===== config.mk =====
export PLATFORM = sky130hd
export DESIGN_NAME = mcycle_seq
export DESIGN_NICKNAME = d
export VERILOG_FILES = /design/src/rtl/bcs_pkg.sv /design/src/rtl/bcs_phase_ctr.sv /design/src/rtl/bcs_strobe_gen.sv /design/src/rtl/bcs_rd_capture.sv /design/src/rtl/mcycle_seq.sv
export SDC_FILE = /design/constraint.sdc
export NUM_CORES = 1
export LEC_CHECK = 0
export CORE_AREA = 2 2 74 76
export DETAILED_ROUTE_END_ITERATION = 7
export DIE_AREA = 0 0 76 78
export PLACE_DENSITY = 0.84
export SYNTH_ARGS = -nofsm -noshare
export SYNTH_HDL_FRONTEND = slang
export SYNTH_SLANG_ARGS = --single-unit

===== constraint.sdc =====
create_clock -name clk -period 2.8 [get_ports clk]
set_clock_uncertainty 0.2 [all_clocks]
set_input_delay 0.56 -clock clk [delete_from_list [all_inputs] [get_ports clk]]
set_output_delay 0.56 -clock clk [all_outputs]
set_load 0.02 [all_outputs]

===== src/rtl/bcs_pkg.sv =====
package bcs_pkg;

  typedef enum logic [2:0] {
    K_FETCH = 3'd0,
    K_MEMRD = 3'd1,
    K_MEMWR = 3'd2,
    K_IORD  = 3'd3,
    K_IOWR  = 3'd4
  } kind_e;

  function automatic logic kind_ok(input logic [2:0] k);
    return (k <= 3'd4);
  endfunction

  // {io_m, s1, s0}
  function automatic logic [2:0] status_of(input kind_e k);
    case (k)
      K_FETCH: return 3'b011;
      K_MEMRD: return 3'b010;
      K_MEMWR: return 3'b001;
      K_IORD:  return 3'b110;
      K_IOWR:  return 3'b101;
      default: return 3'b000;
    endcase
  endfunction

  function automatic logic is_rd(input kind_e k);
    return (k == K_FETCH) || (k == K_MEMRD) || (k == K_IORD);
  endfunction

  function automatic logic is_wr(input kind_e k);
    return (k == K_MEMWR) || (k == K_IOWR);
  endfunction

endpackage


===== src/rtl/bcs_phase_ctr.sv =====
module bcs_phase_ctr #(
  parameter int TW = 3
) (
  input  logic          clk,
  input  logic          rst,
  input  logic          start,
  input  logic [TW-1:0] len,
  output logic [TW-1:0] t_q,
  output logic [TW-1:0] t_n
);

  localparam logic [TW-1:0] T_IDLE = '0;
  localparam logic [TW-1:0] T_ONE  = TW'(1);

  always_comb begin
    if (t_q == T_IDLE)    t_n = start ? T_ONE : T_IDLE;
    else if (t_q == len)  t_n = T_IDLE;
    else                  t_n = t_q + T_ONE;
  end

  always_ff @(posedge clk) begin
    if (rst) t_q <= T_IDLE;
    else     t_q <= t_n;
  end

  // inside a cycle the state number advances by one per clock
  a_r3_step_by_one: assert property (@(posedge clk) disable iff (rst)
    (t_q != T_IDLE && t_q != len) |=> (t_q == $past(t_q) + T_ONE));

endmodule


===== src/rtl/bcs_strobe_gen.sv =====
module bcs_strobe_gen
  import bcs_pkg::*;
#(
  parameter int TW = 3
) (
  input  logic          clk,
  input  logic          rst,
  input  logic [TW-1:0] t_n,
  input  logic [TW-1:0] len_n,
  input  kind_e         kind_n,
  output logic [2:0]    status,
  output logic          ale,
  output logic          rd_n,
  output logic          wr_n,
  output logic          done
);

  localparam logic [TW-1:0] T_IDLE   = '0;
  localparam logic [TW-1:0] T_ADDR   = TW'(1);
  localparam logic [TW-1:0] T_STB_LO = TW'(2);
  localparam logic [TW-1:0] T_STB_HI = TW'(3);

  logic in_cycle_n, stb_win_n;

  always_comb begin
    in_cycle_n = (t_n != T_IDLE);
    stb_win_n  = (t_n >= T_STB_LO) && (t_n <= T_STB_HI);
  end

  always_ff @(posedge clk) begin
    if (rst) begin
      status <= 3'b000;
      ale    <= 1'b0;
      rd_n   <= 1'b1;
      wr_n   <= 1'b1;
      done   <= 1'b0;
    end else begin
      status <= in_cycle_n ? status_of(kind_n) : 3'b000;
      ale    <= (t_n == T_ADDR);
      rd_n   <= !(in_cycle_n && stb_win_n && is_rd(kind_n));
      wr_n   <= !(in_cycle_n && stb_win_n && is_wr(kind_n));
      done   <= in_cycle_n && (t_n == len_n);
    end
  end

  // the two bus strobes are never active together
  a_r6_strobe_excl: assert property (@(posedge clk) disable iff (rst)
    !(!rd_n && !wr_n));

  // address strobe is a single-state pulse
  a_r5_ale_single: assert property (@(posedge clk) disable iff (rst)
    ale |=> !ale);

endmodule


===== src/rtl/bcs_rd_capture.sv =====
module bcs_rd_capture
  import bcs_pkg::*;
#(
  parameter int TW = 3,
  parameter int DW = 8
) (
  input  logic          clk,
  input  logic          rst,
  input  logic [TW-1:0] t_q,
  input  kind_e         kind_q,
  input  logic [DW-1:0] data_in,
  output logic [DW-1:0] rdata
);

  localparam logic [TW-1:0] T_CAP = TW'(3);

  logic cap_en;
  assign cap_en = (t_q == T_CAP) && is_rd(kind_q);

  always_ff @(posedge clk) begin
    if (rst)         rdata <= '0;
    else if (cap_en) rdata <= data_in;
  end

  // outside a capture edge the read byte never moves
  a_r7_rdata_hold: assert property (@(posedge clk) disable iff (rst)
    !cap_en |=> $stable(rdata));

endmodule


===== src/rtl/mcycle_seq.sv =====
module mcycle_seq
  import bcs_pkg::*;
#(
  parameter int AW      = 16,
  parameter int DW      = 8,
  parameter int FETCH_T = 4,
  parameter int XFER_T  = 3,
  localparam int TW     = $clog2(FETCH_T + 1)
) (
  input  logic          clk,
  input  logic          rst,
  input  logic          req_valid,
  input  logic [2:0]    req_kind,
  input  logic [AW-1:0] req_addr,
  input  logic [DW-1:0] req_wdata,
  input  logic [DW-1:0] data_in,
  output logic          io_m,
  output logic          s1,
  output logic          s0,
  output logic          ale,
  output logic          rd_n,
  output logic          wr_n,
  output logic [TW-1:0] tstate,
  output logic [AW-1:0] addr_out,
  output logic [DW-1:0] data_out,
  output logic [DW-1:0] rdata,
  output logic          done
);

  localparam logic [TW-1:0] LEN_F  = TW'(FETCH_T);
  localparam logic [TW-1:0] LEN_X  = TW'(XFER_T);
  localparam logic [TW-1:0] T_IDLE = '0;
  localparam logic [TW-1:0] T_ONE  = TW'(1);

  kind_e         kind_q, kind_n, req_k;
  logic          opened;
  logic          accept;
  logic [TW-1:0] t_q, t_n, len_q, len_n;
  logic [2:0]    status;

  assign req_k = kind_e'(req_kind);

  always_comb begin
    accept = (t_q == T_IDLE) && req_valid && kind_ok(req_kind)
             && (opened || req_k == K_FETCH);
    kind_n = accept ? req_k : kind_q;
    len_q  = (kind_q == K_FETCH) ? LEN_F : LEN_X;
    len_n  = (kind_n == K_FETCH) ? LEN_F : LEN_X;
  end

  always_ff @(posedge clk) begin
    if (rst) begin
      kind_q <= K_FETCH;
      opened <= 1'b0;
    end else if (accept) begin
      kind_q <= req_k;
      opened <= 1'b1;
    end
  end

  always_ff @(posedge clk) begin
    if (rst) begin
      addr_out <= '0;
      data_out <= '0;
    end else if (t_n == T_IDLE) begin
      addr_out <= '0;
      data_out <= '0;
    end else if (accept) begin
      addr_out <= req_addr;
      data_out <= is_wr(req_k) ? req_wdata : '0;
    end
  end

  bcs_phase_ctr #(.TW(TW)) u_ctr (
    .clk   (clk),
    .rst   (rst),
    .start (accept),
    .len   (len_q),
    .t_q   (t_q),
    .t_n   (t_n)
  );

  bcs_strobe_gen #(.TW(TW)) u_stb (
    .clk    (clk),
    .rst    (rst),
    .t_n    (t_n),
    .len_n  (len_n),
    .kind_n (kind_n),
    .status (status),
    .ale    (ale),
    .rd_n   (rd_n),
    .wr_n   (wr_n),
    .done   (done)
  );

  bcs_rd_capture #(.TW(TW), .DW(DW)) u_cap (
    .clk     (clk),
    .rst     (rst),
    .t_q     (t_q),
    .kind_q  (kind_q),
    .data_in (data_in),
    .rdata   (rdata)
  );

  assign {io_m, s1, s0} = status;
  assign tstate         = t_q;

  // status and address stay fixed after the first state of a cycle
  a_r1_status_held: assert property (@(posedge clk) disable iff (rst)
    (tstate > T_ONE) |-> ($stable(status) && $stable(addr_out)));

  // idle outputs
  a_r4_idle_quiet: assert property (@(posedge clk) disable iff (rst)
    (tstate == T_IDLE) |-> (status == 3'b000 && rd_n && wr_n && !ale && !done));

  // done is followed by idle
  a_r8_done_then_idle: assert property (@(posedge clk) disable iff (rst)
    done |=> (tstate == T_IDLE));

  // no cycle begins straight after a busy state
  a_r9_idle_gap: assert property (@(posedge clk) disable iff (rst)
    (tstate != T_IDLE) |=> (tstate != T_ONE));

  // a fetch in state 3 always moves on to a strobe-free state 4
  a_r2_fetch_t4: assert property (@(posedge clk) disable iff (rst)
    (status == 3'b011 && tstate == TW'(3)) |=> (tstate == TW'(4) && rd_n && wr_n));

endmodule


### Yosys cells after proc, flatten, opt, wreduce, memory -nomap -nowiden

Cells that the tools add are included.

| storage, ports and cells | value |
|---|---|
| register bits | 46 |
| input bits | 38 |
| output and inout bits | 42 |

| operators by class | value |
|---|---|
| add/subtract/negate cells | 1 |
| order comparisons | 3 |
| equality and inequality tests | 12 |
| mux-type cells | 8 |
| bitwise operators | 1 |
| reductions and logical operators | 26 |

Operators by type and width:

| kind | number |
|---|---|
| 3-bit by 2-bit equality test with 1-bit output (second input constant) | 5 |
| 3-bit zero test | 5 |
| 3-bit 2-to-1 mux | 5 |
| 3-bit case mux with 5 select lines | 1 |
| 3-bit by 1-bit equality test with 1-bit output (second input constant) | 3 |
| 1-bit logical AND | 9 |
| 8-bit 2-to-1 mux | 1 |
| 1-bit logical OR | 7 |
| 3-bit equality test | 2 |
| 3-bit equality test (second input constant) | 2 |
| 2-bit OR reduction | 2 |
| 3-bit by 1-bit adder with 3-bit output (second input constant) | 1 |
| 3-bit by 2-bit >= comparator with 1-bit output (second input constant) | 1 |
| 3-bit by 2-bit <= comparator with 1-bit output (second input constant) | 1 |
| 3-bit <= comparator (second input constant) | 1 |
| 3-bit nonzero test | 1 |
| 1-bit zero test | 2 |
| 1-bit 2-to-1 mux | 1 |
| 1-bit NOT | 1 |

### Logic depth before layout (Yosys ltp)

| logic depth | value |
|---|---|
| word-level depth | 11 |
| mapped depth | 9 |
| gate-level depth less buffers | 6 |

### Cells and area by module

A second synthesis with hierarchy kept.

| unflattened totals | value |
|---|---|
| cells, all modules | 245 |
| area, all modules | 2,461.1 um^2 |

By module, submodules not included:

| module | instances | cells an instance | area each (um^2) |
|---|---|---|---|
| mcycle_seq | 1 | 160 | 1,585.3 |
| bcs_rd_capture | 1 | 36 | 379.1 |
| bcs_strobe_gen | 1 | 26 | 271.5 |
| bcs_phase_ctr | 1 | 23 | 225.2 |

### Worst setup path before layout

Ideal clock, no wire load.

| timing | value |
|---|---|
| path kind | reg-to-reg |
| start | register u_ctr.t_q[0] |
| end | register u_stb.rd_n |
| data arrival time | 1.965 ns |
| data required time | 2.476 ns |
| slack | 0.510 ns |
| stages on the path, launching flop included | 8 |
| buffers on the path | 1 |
| cell sequence | dfxtp_1 > inv_1 > ha_1 > nor2b_1 > clkbuf_1 > o2111a_1 > or3_1 > a2111o_1 |

| between the ends | value |
|---|---|
| word-level cells in the longest chain between the ends | 11 |

Ends and longest elaborated chain:

| element | line | source |
|---|---|---|
| start, declared | bcs_phase_ctr.sv:8 | `output logic [TW-1:0] t_q,` |
| start signal, assigned | bcs_phase_ctr.sv:23 | `else t_q <= t_n;` |
| parallel branches: the longest is 9 deep, another holds 3-bit by 1-bit adder with 3-bit output | n/a |  |
| 1-bit logical AND * | bcs_strobe_gen.sv:40 | `rd_n <= !(in_cycle_n && stb_win_n && is_rd(kind_n));` |
| 1-bit zero test * | bcs_strobe_gen.sv:40 |  |
| end signal, assigned | bcs_strobe_gen.sv:40 |  |
| end, declared | bcs_strobe_gen.sv:13 | `output logic rd_n,` |

Mark *: on every way between the ends.
A chain may end at the register's enable or synchronous reset.

### Worst setup path in the final report

| timing | value |
|---|---|
| start | register u_ctr.t_q[0] |
| end | register data_out[0] |

| between the ends | value |
|---|---|
| word-level cells in the longest chain between the ends | 8 |

Ends and longest elaborated chain:

| element | line | source |
|---|---|---|
| parallel branches: the longest is 8 deep, another holds 3-bit by 1-bit adder with 3-bit output | n/a |  |
| end signal, assigned | mcycle_seq.sv:70 | `data_out <= is_wr(req_k) ? req_wdata : '0;` |
| end, declared | mcycle_seq.sv:25 | `output logic [DW-1:0] data_out,` |

Several ways; the timed one is not identified.

==> metrics.log <==
INFO  metric run_status = finished clean
INFO  metric synthesis.yosys.warnings = 0
INFO  metric route.vias.total = 2012
INFO  metric worst_skew_pair.late_latency = 0.31 ns
INFO  metric wire_length_of_the_first_global_routing_pass = 9430 µm
INFO  metric synthDistinctLibCells = 45
INFO  metric tritoncts_num_sinks = 46
INFO  metric first_global_vias = 2056
INFO  metric cts.hold.buffers_added = 0
INFO  metric min_path_cells = 2
INFO  metric clk_pin_slew_worst_paths = 0.10 ns
INFO  metric max_fanout_on_critical_path = 21
INFO  metric min_path_type = flip-flop to flip-flop
INFO  metric worst_setup_path_end_kind = flip-flop
INFO  metric ys_seq_area_frac = 0.421
INFO  metric cap_violations = 0
INFO  metric numPlacedInstances = 370
INFO  metric critical-path-slowest-cell = sky130_fd_sc_hd__nor2b_1
INFO  metric path_buf_inv = 2
INFO  metric worst_path_dominant_cell_family = compound AO/OA/AOI/OAI gates
INFO  metric unrepaired_setup_endpoints_after_global_routing = false
INFO  metric syn-instance-count = 231
INFO  metric final_cells = 378
INFO  metric timing.rr.end = data_out[0]
INFO  metric final.hold.worst_slack = 0.274 ns
INFO  metric initial_utilization = 0.434
INFO  metric cellPowerDensity = 619 nW/µm²
INFO  metric crit_path_cell_trace = inv_1 > ha_1 > nor2b_1 > o2111a_1 > buf_4 > nand3_1 > a221oi_2
INFO  metric rows = 26
INFO  metric remaining_routing_drc_violations = 0
INFO  metric fin_crit_sh = 0.857
INFO  metric ctsRootBufferMaster = sky130_fd_sc_hd__clkbuf_8
INFO  metric max_slew.worst_pin.slew = 0.629 ns
INFO  metric setup_viol = 0
INFO  metric antenna-diode-count = 0
INFO  metric drt-total-wl = 5560 µm
INFO  metric vias_per_cell = 5.32
INFO  metric critPathRequiredTime = 2.83 ns
INFO  metric achievable-frequency = 417 MHz
INFO  metric portBuffers = 79
INFO  metric synth-simple-area-share = 0.200
INFO  metric final_layout_size_suffix_gt1_frac = 0.156
INFO  metric post_syn_nets = 272
INFO  metric rr_startpoint = u_ctr.t_q[0]
INFO  metric flow.area_growth_from_synthesis = 45.5%
INFO  metric ir_drop = 0.427 mV
INFO  metric cts_tree = done
INFO  metric antenna_found_initial = 0
INFO  metric post_cts_sizing_count = 0
INFO  metric fin_setup_tns = 0 ns
INFO  metric crit_arrival = 2.43 ns
INFO  metric cp_max_stage_delay = 0.46 ns
INFO  metric grt_max_degree = 31
INFO  metric p_leak = 0.000999 µW
INFO  metric drc_violation_total_after_the_first_tritonroute_iteration = 163
INFO  metric hold_sp = data_out[5]
INFO  metric rr_worst_depth = 7
INFO  metric clk_path_buf_depth = 2
INFO  metric finalWeightedCongestion = 0.827
INFO  metric post_synth_mux_area_share = 0.0469
INFO  metric drv_slew = 0
INFO  metric ffs_latches_synth = 46
INFO  metric die_w = 76 µm
INFO  metric num_io_pins = 80
INFO  metric mostFrequentLayoutCells = sky130_fd_sc_hd__clkdlybuf4s50_1, sky130_fd_sc_hd__nand2_1, sky130_fd_sc_hd__dfxtp_1
INFO  metric post_synth_fa_ha_maj_area_fraction = 0.0172
INFO  metric grt_ovf = 0
INFO  metric h-tree-depth = 2
INFO  metric fp.dieArea = 5930 µm²
INFO  metric post_cts_buffers = 0
INFO  metric finish.net_count = 348
INFO  metric synth-main-ff-cell = sky130_fd_sc_hd__dfxtp_1
INFO  metric global_route_total_usage_across_every_layer = 0.194
INFO  metric wl_per_cell = 14.7 µm
INFO  metric synth-compound-area-share = 0.246
INFO  metric core = 5040 µm²
INFO  metric layout.cells.most_common = sky130_fd_sc_hd__clkdlybuf4s50_1
INFO  metric drt-pass1-iter-count = 4
INFO  metric die_height = 78 µm
INFO  metric timing.hold.worst_endpoint = data_out[5]
INFO  metric synth_enable_flop_cells = 0
INFO  metric drtAntennaViolNets = 0
INFO  metric yosys.area_share.xor_xnor = 0.00800
INFO  metric regToRegSetupSlack = 0.40 ns
INFO  metric criticalPathCategory = flip-flop to flip-flop
INFO  metric post-route-min-period = 2.40 ns
INFO  metric dp_wirelength = 3900 µm
INFO  metric cts_buffers = 5
INFO  metric synth_top_family_by_area = compound AO/OA/AOI/OAI gates
INFO  metric timing_hold_violations_final = 0
INFO  metric asyncSetResetFlopFracSynth = 0
INFO  metric avgSynthCellArea = 9.47 µm²
INFO  metric mappedNetlistArea = 2190 µm²
INFO  metric critPathLaunchType = flip-flop
INFO  metric worst_slew_margin_rel = 0.580
-- logic make-up (layout without fill, tap and decap cells) --
family / count (synthesis) / after routing
compound gates: 49 / 49
flops: 46 / 46
mux: 9 / 9
xor+xnor: 2 / 2
buf+inv: 27 / 104
fa+ha+maj: 3 / 3
simple gates: 95 / 95
-- cell usage after synthesis (all sizes together) (2+ instances only) --
| library cell | n | area share |
|---|---|---|
| o21ai | 3 | 0.0069 |
| xnor2 | 2 | 0.0080 |
| nand3b | 2 | 0.0069 |
| a221oi | 26 | 0.16 |
| ha | 3 | 0.017 |
| clkbuf | 12 | 0.021 |
| mux2i | 9 | 0.047 |
| or3 | 2 | 0.0080 |
| o32ai | 2 | 0.0080 |
| o2111ai | 2 | 0.011 |
| buf | 11 | 0.034 |
| inv | 4 | 0.0069 |
| nor3 | 2 | 0.0046 |
| a211oi | 3 | 0.013 |
| nand2 | 48 | 0.082 |
| nor3b | 3 | 0.010 |
| a21oi | 5 | 0.017 |
| nor2 | 19 | 0.033 |
| and2 | 2 | 0.0057 |
| nand3 | 8 | 0.018 |
| nor2b | 3 | 0.0086 |
| dfxtp | 46 | 0.42 |
-- layout make-up --
type,count,area (µm²)
well taps,70,87.6
clock buffers,5,68.8
inverters,4,15.0
fillers,433,1860
flip-flops and latches,46,921
clock inverters,3,48.8
repair buffers,92,908
multi-input cells,158,1130
-- sequential cells by signal, summed over array words and instances (netlist names), 3 cells and up --
signal,flops
u_stb.status,3
kind_q,3
data_out,8
u_ctr.t_q,3
addr_out,16
u_cap.rdata,8
-- worst min-delay path, cell delays in order (launching register included) --
cell and delay, ns:
sky130_fd_sc_hd__dfxtp_1 0.32, sky130_fd_sc_hd__nand2_1 0.06, sky130_fd_sc_hd__a221oi_2 0.05
-- power breakdown --
| part | switching [µW] | internal (µW) |
|---|---|---|
| Clock | 250 | 272 |
| Sequential | 30.5 | 698 |
| Combinational | 429 | 291 |
-- per-stage QoR --
step           utilization  total power (µW)  area (µm²)  setup WS, ns
4_1_cts              0.632              1980        3180         0.410
3_3_place_gp         0.608              1460        3070         0.241
6_report             0.632              1970        3180         0.401
2_1_floorplan            -              1200        2190         0.510
5_1_grt              0.632              2060        3180         0.221
3_5_place_dp         0.608              1460        3070         0.168
-- metal layers --
metal  wire, µm  track usage
met1       2380        0.228
met4         34       0.0436
met5          0            0
met2       2710        0.338
met3        432       0.0709
-- how the worst max path moves through the flow --
stage / startpoint / endpoint / slack, ns / cells after the start
final: u_ctr.t_q[0] / data_out[0] / 0.40 / 7
after global routing: u_ctr.t_q[0] / data_out[7] / 0.22 / 7
after CTS: u_ctr.t_q[0] / data_out[0] / 0.41 / 7
after detailed placement: req_kind[2] / data_out[0] / 0.17 / 6
after global placement: req_kind[2] / u_stb.rd_n / 0.24 / 5
after floorplan: u_ctr.t_q[0] / u_stb.rd_n / 0.51 / 7
Note: power is estimated with default switching activity, not from simulation.
